### src/rtl/branch_resolve_pkg.sv
package branch_resolve_pkg;

   // Condition codes: flag pairs use bit 0 as "test for clear"
   typedef enum logic [3:0] {
      CC_ALWAYS  = 4'h0,
      CC_CNTZERO = 4'h1,
      CC_ZSET    = 4'h2,
      CC_ZCLR    = 4'h3,
      CC_CSET    = 4'h4,
      CC_CCLR    = 4'h5,
      CC_SSET    = 4'h6,
      CC_SCLR    = 4'h7,
      CC_OSET    = 4'h8,
      CC_OCLR    = 4'h9,
      CC_PSET    = 4'hA,
      CC_PCLR    = 4'hB
   } cond_e;

   // Flags extracted from the flag word
   typedef struct packed {
      logic zf;
      logic cf;
      logic sf;
      logic of;
      logic pf;
   } flag_t;

   localparam int CODE_W = 4;

endpackage

### src/rtl/branch_resolve_cntz.sv
module branch_resolve_cntz #(
   parameter int CNT_W = 16,
   parameter int CHUNK = 8
) (
   input  logic [CNT_W-1:0] cnt,
   output logic             is_zero
);
   localparam int NCH = (CNT_W + CHUNK - 1) / CHUNK;

   generate
      if (CNT_W <= CHUNK) begin : g_flat
         assign is_zero = ~|cnt;
      end else begin : g_chunked
         logic [NCH-1:0] nz;
         for (genvar i = 0; i < NCH; i++) begin : g_ch
            localparam int LO = i * CHUNK;
            localparam int HI = ((LO + CHUNK) > CNT_W) ? CNT_W - 1 : LO + CHUNK - 1;
            assign nz[i] = |cnt[HI:LO];
         end
         assign is_zero = ~|nz;
      end
   endgenerate
endmodule

### src/rtl/branch_resolve_eval.sv
module branch_resolve_eval
   import branch_resolve_pkg::*;
(
   input  logic [CODE_W-1:0] code,
   input  flag_t             flags,
   input  logic              cnt_zero,
   output logic              hit
);
   logic sel;

   always_comb begin
      sel = 1'b0;
      case (code[3:1])
         3'd1:    sel = flags.zf;
         3'd2:    sel = flags.cf;
         3'd3:    sel = flags.sf;
         3'd4:    sel = flags.of;
         3'd5:    sel = flags.pf;
         default: sel = 1'b0;
      endcase
   end

   always_comb begin
      if (code == CC_ALWAYS)
         hit = 1'b1;
      else if (code == CC_CNTZERO)
         hit = cnt_zero;
      else if (code >= 4'hC)
         hit = 1'b0;
      else
         hit = sel ^ code[0];
   end
endmodule

### src/rtl/branch_resolve_mux.sv
module branch_resolve_mux #(
   parameter int ADDR_W = 16
) (
   input  logic              pick_tgt,
   input  logic [ADDR_W-1:0] fall,
   input  logic [ADDR_W-1:0] tgt,
   output logic [ADDR_W-1:0] addr
);
   assign addr = pick_tgt ? tgt : fall;
endmodule

### src/rtl/branch_resolve.sv
module branch_resolve
   import branch_resolve_pkg::*;
#(
   parameter int ADDR_W = 16,
   parameter int CNT_W  = 16,
   parameter int FLAG_W = 16,
   parameter int ZF_BIT = 6,
   parameter int CF_BIT = 0,
   parameter int SF_BIT = 7,
   parameter int OF_BIT = 11,
   parameter int PF_BIT = 2,
   parameter int CHUNK  = 8
) (
   input  logic              clk,
   input  logic              rst_n,
   input  logic              in_vld,
   input  logic [3:0]        cond_code,
   input  logic [FLAG_W-1:0] flag_word,
   input  logic [CNT_W-1:0]  count_val,
   input  logic [ADDR_W-1:0] fall_addr,
   input  logic [ADDR_W-1:0] tgt_addr,
   output logic              out_vld,
   output logic              taken,
   output logic [ADDR_W-1:0] next_addr
);
   localparam int MAX_BIT = FLAG_W - 1;

   generate
      if (ZF_BIT > MAX_BIT || CF_BIT > MAX_BIT || SF_BIT > MAX_BIT ||
          OF_BIT > MAX_BIT || PF_BIT > MAX_BIT) begin : g_bad_flag
         $error("branch_resolve: flag bit position outside FLAG_W");
      end
      if (ADDR_W < 1 || CNT_W < 1 || CHUNK < 1) begin : g_bad_width
         $error("branch_resolve: widths must be positive");
      end
   endgenerate

   flag_t             flags;
   logic              cnt_zero;
   logic              hit;
   logic [ADDR_W-1:0] sel_addr;

   assign flags.zf = flag_word[ZF_BIT];
   assign flags.cf = flag_word[CF_BIT];
   assign flags.sf = flag_word[SF_BIT];
   assign flags.of = flag_word[OF_BIT];
   assign flags.pf = flag_word[PF_BIT];

   branch_resolve_cntz #(.CNT_W(CNT_W), .CHUNK(CHUNK)) u_cntz (
      .cnt     (count_val),
      .is_zero (cnt_zero)
   );

   branch_resolve_eval u_eval (
      .code     (cond_code),
      .flags    (flags),
      .cnt_zero (cnt_zero),
      .hit      (hit)
   );

   branch_resolve_mux #(.ADDR_W(ADDR_W)) u_mux (
      .pick_tgt (hit),
      .fall     (fall_addr),
      .tgt      (tgt_addr),
      .addr     (sel_addr)
   );

   always_ff @(posedge clk or negedge rst_n) begin
      if (!rst_n) begin
         out_vld   <= 1'b0;
         taken     <= 1'b0;
         next_addr <= '0;
      end else begin
         out_vld <= in_vld;
         if (in_vld) begin
            taken     <= hit;
            next_addr <= sel_addr;
         end
      end
   end
endmodule

### config.mk
export PLATFORM = sky130hd
export DESIGN_NAME = branch_resolve
export DESIGN_NICKNAME = d
export VERILOG_FILES = /design/src/rtl/branch_resolve_pkg.sv /design/src/rtl/branch_resolve_cntz.sv /design/src/rtl/branch_resolve_eval.sv /design/src/rtl/branch_resolve_mux.sv /design/src/rtl/branch_resolve.sv
export SDC_FILE = /design/constraint.sdc
export NUM_CORES = 1
export LEC_CHECK = 0
export BUFFER_PORTS_ARGS = -buffer_cell sky130_fd_sc_hd__buf_2
export CAP_MARGIN = 20
export CORE_MARGIN = 4
export CORE_UTILIZATION = 33
export CTS_CLUSTER_SIZE = 8
export DETAILED_ROUTE_END_ITERATION = 8
export HOLD_SLACK_MARGIN = 0.1
export PLACE_DENSITY = 0.73
export SLEW_MARGIN = 25
export SYNTH_ARGS = -nofsm -noshare
export SYNTH_HDL_FRONTEND = slang
export SYNTH_SLANG_ARGS = --single-unit
### constraint.sdc
create_clock -name clk -period 0.8 [get_ports clk]
set_input_delay 0.08 -clock clk [delete_from_list [all_inputs] [get_ports clk]]
set_output_delay 0.08 -clock clk [all_outputs]
set_load 0.05 [all_outputs]
* Word-level counts from Yosys, hierarchy flattened
Cells that the tools add are included.
** Word-level totals
- Bits of input ports :: 71
- Flip-flop bits (word level) :: 18
** Operators by class
- Equality and inequality tests :: 6
- Bitwise logic cells :: 1
- Order comparisons :: 1
- Reductions and logical operators :: 3
- Mux-type cells :: 5
** Operator list (count)
- $mux W16 :: 1
- $reduce_or A16 Y1 :: 1
- $eq A3 B2 Y1 const B :: 2
- $eq A3 B3 Y1 const B :: 2
- $pmux W1 S5 :: 1
- $eq A4 B1 Y1 const B :: 1
- $ge A4 B4 Y1 const B :: 1
- $logic_not A4 Y1 :: 1
- $eq A3 B1 Y1 const B :: 1
- $mux W1 :: 3
- $logic_not A1 Y1 :: 1
- $xor A1 B1 Y1 :: 1

* Logic depth before layout (Yosys ltp)
Gate-level depths: netlist (run 1).
- Word-level depth :: 7
- Mapped depth :: 7
- Depth with buffers taken out :: 5

* Cells and area by module
Synthesis (run 1) repeated with hierarchy kept, for this count alone.
** Unflattened totals
- Cell total of the unflattened synthesis :: 78
- Area, all modules :: 1128.6 um^2
** Modules (own cells, without submodules)
- branch_resolve :: times used 1, cells each 37, area an instance 710.7 um^2
- branch_resolve_mux :: times used 1, cells each 18, area an instance 249.0 um^2
- branch_resolve_eval :: times used 1, cells each 18, area an instance 135.1 um^2
- branch_resolve_cntz :: times used 1, cells each 5, area an instance 33.8 um^2

* Worst setup path before layout (run 1)
OpenSTA, ideal clock, no wires.
- Kind :: input port to flip-flop
- Start point :: input cond_code[2]
- End point :: register next_addr[10]
- Cell stages on the path :: 7
- Arrival :: 1.353 ns
- Slack :: -0.679 ns
- Required time :: 0.674 ns
- Buffers on the path :: 2
- Path through :: buf_6 > mux2i_1 > a211oi_1 > o32ai_2 > o21a_4 > buf_6 > a221o_1
** On the way
- Cells in the longest elaborated chain, start to end :: 7
- Elaborated cells on any way between the ends :: 14
- Classes of those cells :: 1 x order compare; 6 x eq/ne; 5 x mux; 1 x bitwise; 1 x reduce/logical
** RTL lines
- from (decl) :: line branch_resolve.sv:17 : input logic [3:0] cond_code,
- $eq A3 B3 Y1, or another cell as far along :: line branch_resolve_eval.sv:13 : case (code[3:1])
- $pmux W1 S5 :: line branch_resolve_eval.sv:13
- $xor A1 B1 Y1 :: line branch_resolve_eval.sv:31 : hit = sel ^ code[0];
- $mux W1 :: line branch_resolve_eval.sv:28 : else if (code >= 4'hC)
- $mux W1 :: line branch_resolve_eval.sv:26 : else if (code == CC_CNTZERO)
- $mux W1 (*) :: line branch_resolve_eval.sv:24 : if (code == CC_ALWAYS)
- $mux W16 (*) :: line branch_resolve_mux.sv:9 : assign addr = pick_tgt ? tgt : fall;
- to (signal assigned) :: line branch_resolve.sv:77 : next_addr <= sel_addr;
- to (decl) :: line branch_resolve.sv:24 : output logic [ADDR_W-1:0] next_addr
Every way passes the cells marked *; elsewhere a longest branch is shown, timed or not.
A chain may end at the register's enable or synchronous reset.

* Worst setup path in the final report (run 1)
- Start point :: input cond_code[2]
- End point :: register next_addr[2]
Same word-level chain as after synthesis.

==> results.md, run 1 <==
Outcome:
- The run finished, with violations left.
- The final reports fail on negative setup slack.

Route:
- Before antenna repair, the detailed router went through 4 iterations.
- The count of nets left with antenna violations after detail routing is 0.
- Using the TritonRoute via totals, the vias-per-cell ratio works out to 5.396.
- The starting DRC count in detailed routing is 51.
- Summed over all layers, the routed wires come to 3.472 mm.
- The wire length per cell after detailed routing is 17.19 um.
- The total via count after detailed routing is 1090.
- In the routed design, unresolved DRC markers number 0.

Timing:
- Hold timing on the final database bottoms out at a slack of 0.02383 ns.
- For the pin with the worst max-slew slack, the measured transition is 0.3943 ns.
- For this run, the top clock speed supported by timing is 0.8209 GHz.
- The relative slew slack is 0.7371.
- The clock skew after layout is 0 ns.
- The number of failing setup endpoints in the final timing report is 35.
- The setup total negative slack is -8.802 ns.
- The final critical-path share of the clock period is 1.523.
- Once routing completed, OpenROAD measured the worst setup slack at -0.4182 ns.
- Setup repair after global routing could not meet its margin everywhere.
- After layout, the minimum clock period comes to 1.218 ns.
- The number of pins with negative max-slew slack in the final report is 0.
- The count of final hold-check violations came to 0.

Final layout:
- In the final layout, the share of cells above drive strength 1 is 0.6374.
- The multi-input combinational cells in the finished layout cover a total of 601.8 um2.
- The register cell area after layout is 450.4 um2.
- After filler insertion, the fill cell instance count of the layout stands at 232.
- The repair_antennas step left the layout with diodes totalling 0.
- The net count of the finished layout is 244.
- The synthesis-to-finish area growth is 80.00%.

Pwr:
- For this design the total switching power over the nets is 1.175 mW.
- The internal power is 1.863 mW.
- In this run the static leakage power is 0.8311 nW.
- The final total power is 3.038 mW.
- The peak supply drop is 0.001071 V.
- Dividing total power by cell area gives a power density of 1718 nW/um2.
- Of the total power, combinational logic draws 0.485.
- The part of the power in registers is 0.375.
- The share of total power dissipated in the clock network is 0.140.
- The switching power as a share of total power is 0.3866.

CTS:
- The number of buffers created by CTS is 3.
- Clock tree synthesis selected as its root buffer the cell sky130_fd_sc_hd__clkbuf_4.
- The clock transition time at the flip-flop clock pins of the worst setup and hold paths is 0.09 ns.
- The sink count of the clock tree is 18.
- The clock latency at the later pin of the worst-skew pair is 0.28 ns.
- The maximum clock insertion buffer count is 2.
- After clock tree synthesis, the flow added hold-fix buffers numbering 1.
- TritonCTS built the clock tree.
- CTS built an H-tree with a depth of 1.

Yosys:
- The synthesized design spends more area on one cell type than any other, namely sky130_fd_sc_hd__dfrtp_1.
- Of the post-synthesis cell area, the dominant cell type holds 0.4586.
- Yosys printed 0 warnings.
- The synthesized area divided by synthesized cell count is 11.69 um2.
- The synthesized design contains 0 enable-type register cells.
- The distinct cell type count after synthesis is 26.
- For this run, the leading register cell type out of synthesis is sky130_fd_sc_hd__dfrtp_1.
- Counting flops with an async set or reset pin after synthesis yields a share of 1.000.
- The number of nets handed over by synthesis was 155.
- The share of the Yosys chip area taken by registers is 0.4586.
- The most common cell in the synthesized netlist is sky130_fd_sc_hd__dfrtp_1.
- The area of the mapped netlist is 982.2 um2.
- Sorting the synthesized cells by area gives the leading types as sky130_fd_sc_hd__dfrtp_1 46%, sky130_fd_sc_hd__a221o_1 16%, sky130_fd_sc_hd__nor2b_1 10%.
- Counting instances in the post-synthesis netlist gives the leading cell types as 18 x sky130_fd_sc_hd__dfrtp_1, 16 x sky130_fd_sc_hd__a221o_1, 16 x sky130_fd_sc_hd__nor2b_1.
- The count of state elements after synthesis is 18.
- The synthesized netlist cell count is 84.

Placed design:
- After legalization and detailed placement, the total HPWL measured 2.410 mm.
- The routability congestion estimate from global placement is 0.7552.
- In this run the tool buffered the top-level ports with 77 buffer cells.

Floorplanning:
- The floorplan step defined a die boundary enclosing 3913 um2.
- From bottom edge to top edge, the die measures 62.56 um.
- The initial standard-cell utilization of the core is 0.3501.
- The number of top-level pins is 89.
- The width of the die is 62.56 um.
- The core outline area is 2805 um2.
- The number of cell rows is 19.

Worst setup path:
- Tracing the worst setup path back leads to its startpoint at cond_code[2].
- The kind of critical path is primary input to flip-flop.
- Data on the critical path is required at its endpoint by 0.97 ns.
- The nature of the critical path endpoint is a flip-flop.
- Data on the critical path arrives at its endpoint at 1.39 ns.
- The beginning of the worst register-to-register path is next_addr[11]$_DFFE_PN0P_.
- Of all nets on the critical path, the largest fanout is 9.
- The worst setup path is launched from a primary input.

GRT:
- The number of global-route vias before repair came to 1199.
- The remaining global-route overflow is 0.
- In the global route stage, overall resource usage came out at 0.1729.
- The first global-routing pass estimated 5.444 mm of wire.
- The number of antenna violations at the first check in global routing is 0.
- The maximum number of pins on one net before global-route repair is 19.

Min path:
- The origin of the worst min-delay path is tgt_addr[5].
- The path class of the tightest hold or removal check is primary input to flip-flop.

Flow run:
- The reported max-cap violation count is 0.
## cell type report
class | count | area share
Clock buffer | 3 | 0.01274
Inverter | 2 | 0.004246
Multi-Input combinational cell | 59 | 0.3404
Sequential cell | 18 | 0.2548
Tap cell | 31 | 0.02194
Timing Repair Buffer | 89 | 0.3659
## routing by layer
layer,part of all wire,GRT usage
met5,0,0
met4,0.016,0.06887
met2,0.51,0.3089
met1,0.39,0.1966
met3,0.083,0.04137
## power groups by stage
stage                     combinational, mW  sequential [mW]  clock (mW)
after floorplan                       0.324             1.59           0
after global placement                 1.16             1.12           0
after detailed placement               1.19             1.12           0
after CTS                              1.45             1.14       0.438
after global routing                   1.55             1.16       0.490
final                                  1.47             1.14       0.425
## logic make-up after synthesis
group / count (synthesis) / share of synthesized area
muxes: 2 / 0.02038
DFF: 18 / 0.4586
AOI/OAI and AO/OA: 24 / 0.2408
buffers and inverters: 7 / 0.05731
and+or+nand+nor: 33 / 0.2229
## worst paths after layout
kind | end | slack [ns] | cells after the start
worst max-delay path | next_addr[2]$_DFFE_PN0P_ | -0.42 | 7
worst min-delay path | next_addr[5]$_DFFE_PN0P_ | 0.02 | 2
worst max register to register | next_addr[11]$_DFFE_PN0P_ | -0.12 | 2
worst min register to register | taken$_DFFE_PN0P_ | 0.56 | 2
max in group asynchronous | next_addr[14]$_DFFE_PN0P_ | 0.28 | 2
min in group asynchronous | next_addr[15]$_DFFE_PN0P_ | 0.24 | 2
## critical path, stage by stage
cell	delay (ns)
sky130_fd_sc_hd__buf_12	0.12
sky130_fd_sc_hd__or2b_1	0.18
sky130_fd_sc_hd__a21oi_2	0.08
sky130_fd_sc_hd__o32ai_4	0.33
sky130_fd_sc_hd__nor3b_4	0.09
sky130_fd_sc_hd__buf_6	0.15
sky130_fd_sc_hd__a221o_1	0.35
## state kept, by name (all words and copies together) (netlist names)
name,cells
out_vld,1
taken,1
next_addr,16
## layout by cell type (no fill, tap or decap), types with 2 or more instances in the layout
master / n
sky130_fd_sc_hd__a21oi_2: 2
sky130_fd_sc_hd__a221o_1: 16
sky130_fd_sc_hd__buf_12: 2
sky130_fd_sc_hd__buf_2: 54
sky130_fd_sc_hd__buf_4: 9
sky130_fd_sc_hd__buf_6: 23
sky130_fd_sc_hd__clkbuf_4: 3
sky130_fd_sc_hd__dfrtp_1: 18
sky130_fd_sc_hd__mux2i_4: 2
sky130_fd_sc_hd__nand2_1: 2
sky130_fd_sc_hd__nor2b_1: 16
sky130_fd_sc_hd__nor4_4: 2
sky130_fd_sc_hd__or2b_1: 2
## per-stage QoR
step	util	std cells	setup WS (ns)	instance area, um2
final	0.6302	202	-0.4182	1768
after global routing	0.6302	202	-0.4550	1768
after CTS	0.6079	200	-0.4272	1705
after detailed placement	0.5147	195	-0.8062	1444
after global placement	0.5147	195	-0.7391	1444
after floorplan	-	84	-0.6730	999.7
## what timing repair did
action / in CTS / in global routing
hold endpoints to repair: 34 / 16
pin swaps: 6 / 10
buffers inserted: 1 / 4
cloned: 1 / 0
gates resized for setup: 53 / 16
endpoints found under the setup margin: 35 / 35
No activity file was read; power rests on OpenSTA's default activity.
==> run 2, diff against run 1 <==
Settings changed: ABC_AREA from default to 1, CORE_MARGIN 4 to default, CORE_UTILIZATION 33 to 36, PLACE_DENSITY 0.73 to 0.87.
==> run 2 against run 1 <==
Effect of this change: flip-flop and latch count unchanged; fmax is 22% higher; die area down 9.1%; highest routed layer unchanged; largest power group unchanged; the flow still finishes with violations (negative setup slack); core utilization increased by 21 points; critical path depth fell by 6; critical path type is now flip-flop to output port; critical endpoint is now next_addr[4]; register-to-register slack is essentially flat.
==> results.md, run 2 <==
Placed design:
- Once placement finished, the instance area stood at 1685 um2.
- During placement, the flow inserted port buffers numbering 77.
- Routability-driven placement finished with a final weighted congestion of 0.7232.
- The placed wire-length estimate after detailed placement is 2.307 mm.
- The pre-CTS setup slack is -0.5084 ns.

Timing:
- The relative slew slack is 0.6497.
- The number of pins with negative max-slew slack in the final report is 0.
- The count of final hold-check violations came to 0.
- Timing would allow up to 1.002 GHz.
- After layout, the minimum clock period comes to 0.9979 ns.
- The tightest hold path in the finished design has a slack of 0.09618 ns.
- The final critical-path share of the clock period is 1.247.
- The transition time of the tightest slew-check pin is 0.5248 ns.
- Setup repair after global routing could not meet its margin everywhere.
- The setup slack after layout is -0.1979 ns.
- For the final database, setup skew stands at 0 ns.
- Setup violations remaining at the end of the flow were counted as 35.

Final layout:
- The number of flip-flops in the largest register is 16.
- Registers take 451.7 um2.
- The largest registers in the layout are next_addr (16), out_vld (1), taken (1).
- The total area of multi-input combinational cells is 887.1 um2.
- Ranked by flip-flop count, first place goes to next_addr.
- After routing the design area is 2623 um2.
- The number of fillers in the final layout is 158.
- Of the cells placed in the final design, the portion with a size suffix greater than 1 is 0.5888.
- For this run, the post-layout net count is 376.
- Leaving out fill and tap cells, the most frequent cells in the layout are 54 x sky130_fd_sc_hd__buf_2, 41 x sky130_fd_sc_hd__nand2_1, 35 x sky130_fd_sc_hd__inv_1, 29 x sky130_fd_sc_hd__nand3_2, 24 x sky130_fd_sc_hd__dlygate4sd3_1.
- The most frequent standard cell in the layout excluding fill and tap cells is sky130_fd_sc_hd__buf_2.
- The final antenna diode count is 0.
- At the end of the flow the core is filled with cells to 0.8452.
- The area growth from synthesis to layout is 119.2%.

Yosys:
- The most instantiated library cell after synthesis is sky130_fd_sc_hd__nand2_1.
- The count of state elements after synthesis is 18.
- The share of synthesized area in the top cell type comes to 0.3766.
- The distinct cell type count after synthesis is 18.
- Sorting the synthesized cells by how often they occur yields 49 x sky130_fd_sc_hd__nand2_1, 38 x sky130_fd_sc_hd__inv_1, 34 x sky130_fd_sc_hd__nand3_1.
- Counting flops with an async set or reset pin after synthesis yields a share of 1.000.
- The synthesized design contains 0 enable-type register cells.
- A synthesized cell averages 6.645 um2.
- The number of nets in the synthesized netlist is 251.
- The largest total area in the synthesized netlist belongs to sky130_fd_sc_hd__dfrtp_1.
- The sequential area share after synthesis is 0.3766.
- By area the synthesized netlist is led by sky130_fd_sc_hd__dfrtp_1 38%, sky130_fd_sc_hd__nand2_1 15%, sky130_fd_sc_hd__nand3_1 14%.
- The prevailing post-synth register cell is sky130_fd_sc_hd__dfrtp_1.
- The number of warnings printed during yosys synthesis is 0.
- After technology mapping, the gate count stands at 180.
- The mapped netlist covers 1196 um2.

Floorplanning:
- After floorplanning, the core was divided into 20 placement rows.
- The core outline area is 3103 um2.
- The width of the die is 59.64 um.
- From bottom edge to top edge, the die measures 59.64 um.
- The die covers 3557 um2.
- The initial utilization of the core area, before any placement, comes to 0.3855.
- Pin placement for this block handled 89 I/O pins.

Flow run:
- The reported max-cap violation count is 0.

Route:
- The count of nets left with antenna violations once routing finished came out at 0.
- The pre-antenna-repair detailed-routing pass consisted of 6 iterations.
- The wire length per cell after detailed routing is 17.15 um.
- The total via count after detailed routing is 1754.
- The starting DRC count in detailed routing is 103.
- The DRC violations left is 0.
- The via density per instance is 5.040.
- The wire length reported by the detailed router is 5.969 mm.

GRT:
- The total routing resource utilization after global routing is 0.2904.
- The number of antenna violations at the first check in global routing is 0.
- The first global-routing pass estimated 7.548 mm of wire.
- The number of global-route vias before repair is 1776.
- The remaining global-route overflow is 0.
- The maximum number of pins on one net before global-route repair is 20.

CTS:
- The clock latency at the later pin of the worst-skew pair is 0.30 ns.
- The maximum clock insertion buffer count is 2.
- The CTS root buffer is sky130_fd_sc_hd__clkbuf_4.
- Clock-pin slew was measured on the worst setup and hold paths at 0.12 ns.
- CTS saw 18 sinks.
- The number of buffers created by CTS is 3.
- TritonCTS built the clock tree.
- In this run the number of H-tree levels came out at 1.

Worst setup path:
- On the worst path, the slowest cell contributes a delay of 0.44 ns.
- The critical path goes through buf_6.
- The worst path arrival time is 0.92 ns.
- STA classifies the critical path endpoint as an output port.
- The number of buffers and inverters on the critical path is 1.
- The slowest stage cell on the critical path is sky130_fd_sc_hd__dfrtp_1.
- The kind of critical path is flip-flop to output port.
- In this run the worst path has a maximum fanout of 2.
- The required time of the worst setup path is 0.72 ns.
- The startpoint class of the critical path is a flip-flop.
- The kind of cell with the highest combined delay on the critical path is flip-flops.

Outcome:
- The run finished, with violations left.
- The final reports fail on negative setup slack.

Pwr:
- The power per unit of standard cell area is 1427 nW/um2.
- The leakage power of the design is 1.433 nW.
- The peak supply drop is 0.0008391 V.

Min path:
- The worst hold-check path type is primary input to flip-flop.
[run 2: metrics by stage]
stage	TNS (ns)	total power, mW	instances
floorplan	-2.813	1.958	180
global placement	-7.167	2.296	300
detailed placement	-8.177	2.320	300
CTS	-3.696	3.391	337
global route	-6.933	3.874	348
finish	-5.514	3.741	348
[run 2: logic make-up (layout without fill, tap and decap cells)]
| group | Yosys count | in the layout | share of synthesized area |
|---|---|---|---|
| simple gates | 115 | 116 | 0.4550 |
| flops | 18 | 18 | 0.3766 |
| compound gates | 2 | 2 | 0.009414 |
| buf+inv | 45 | 168 | 0.1590 |
[run 2: final timing paths]
path,start,slack (ns),depth (start not counted),end
worst min-delay path,tgt_addr[9],0.1,5,next_addr[9]$_DFFE_PN0P_
worst min register to register,next_addr[9]$_DFFE_PN0P_,0.54,2,next_addr[9]$_DFFE_PN0P_
max in group asynchronous,rst_n,0.23,2,taken$_DFFE_PN0P_
worst max register to register,next_addr[13]$_DFFE_PN0P_,-0.12,4,next_addr[13]$_DFFE_PN0P_
min in group asynchronous,rst_n,0.24,2,next_addr[13]$_DFFE_PN0P_
worst max-delay path,next_addr[4]$_DFFE_PN0P_,-0.20,1,next_addr[4]
[run 2: cell type report]
| class | instances | area share |
|---|---|---|
| clock buffer | 4 | 0.01384 |
| inverter | 39 | 0.05868 |
| multi-input combinational | 118 | 0.3383 |
| sequential | 18 | 0.1722 |
| tap | 44 | 0.02099 |
| timing repair buffer | 125 | 0.3960 |
[run 2: layer usage]
| layer | up-vias | global-route usage | part of all wire |
|---|---|---|---|
| met1 | 830 | 0.2762 | 0.35 |
| met4 | 0 | 0.1794 | 0.050 |
| met3 | 31 | 0.04148 | 0.065 |
| li1 | 789 | - | - |
| met2 | 104 | 0.5698 | 0.54 |
| met5 | - | 0 | 0 |
[run 2: worst reg2reg max path: stages, from the launching register on]
cell	delay [ns]
sky130_fd_sc_hd__dfrtp_1	0.42
sky130_fd_sc_hd__buf_4	0.14
sky130_fd_sc_hd__buf_4	0.12
sky130_fd_sc_hd__nand2_1	0.06
sky130_fd_sc_hd__nand2_1	0.07
[run 2: what timing repair did]
item / 4_1_cts / 5_1_grt
pin swaps: 26 / 32
resized for setup: 89 / 26
setup buffers: 8 / 8
setup endpoints to repair: 35 / 35
gates cloned: 2 / 2
endpoints found under the hold margin: 33 / 1
hold buffers: 23 / 1
[run 2: power by group]
group	switching (mW)	total [mW]	internal (mW)
Sequential	0.110	1.14	1.03
Combinational	1.14	2.00	0.866
Clock	0.319	0.597	0.278
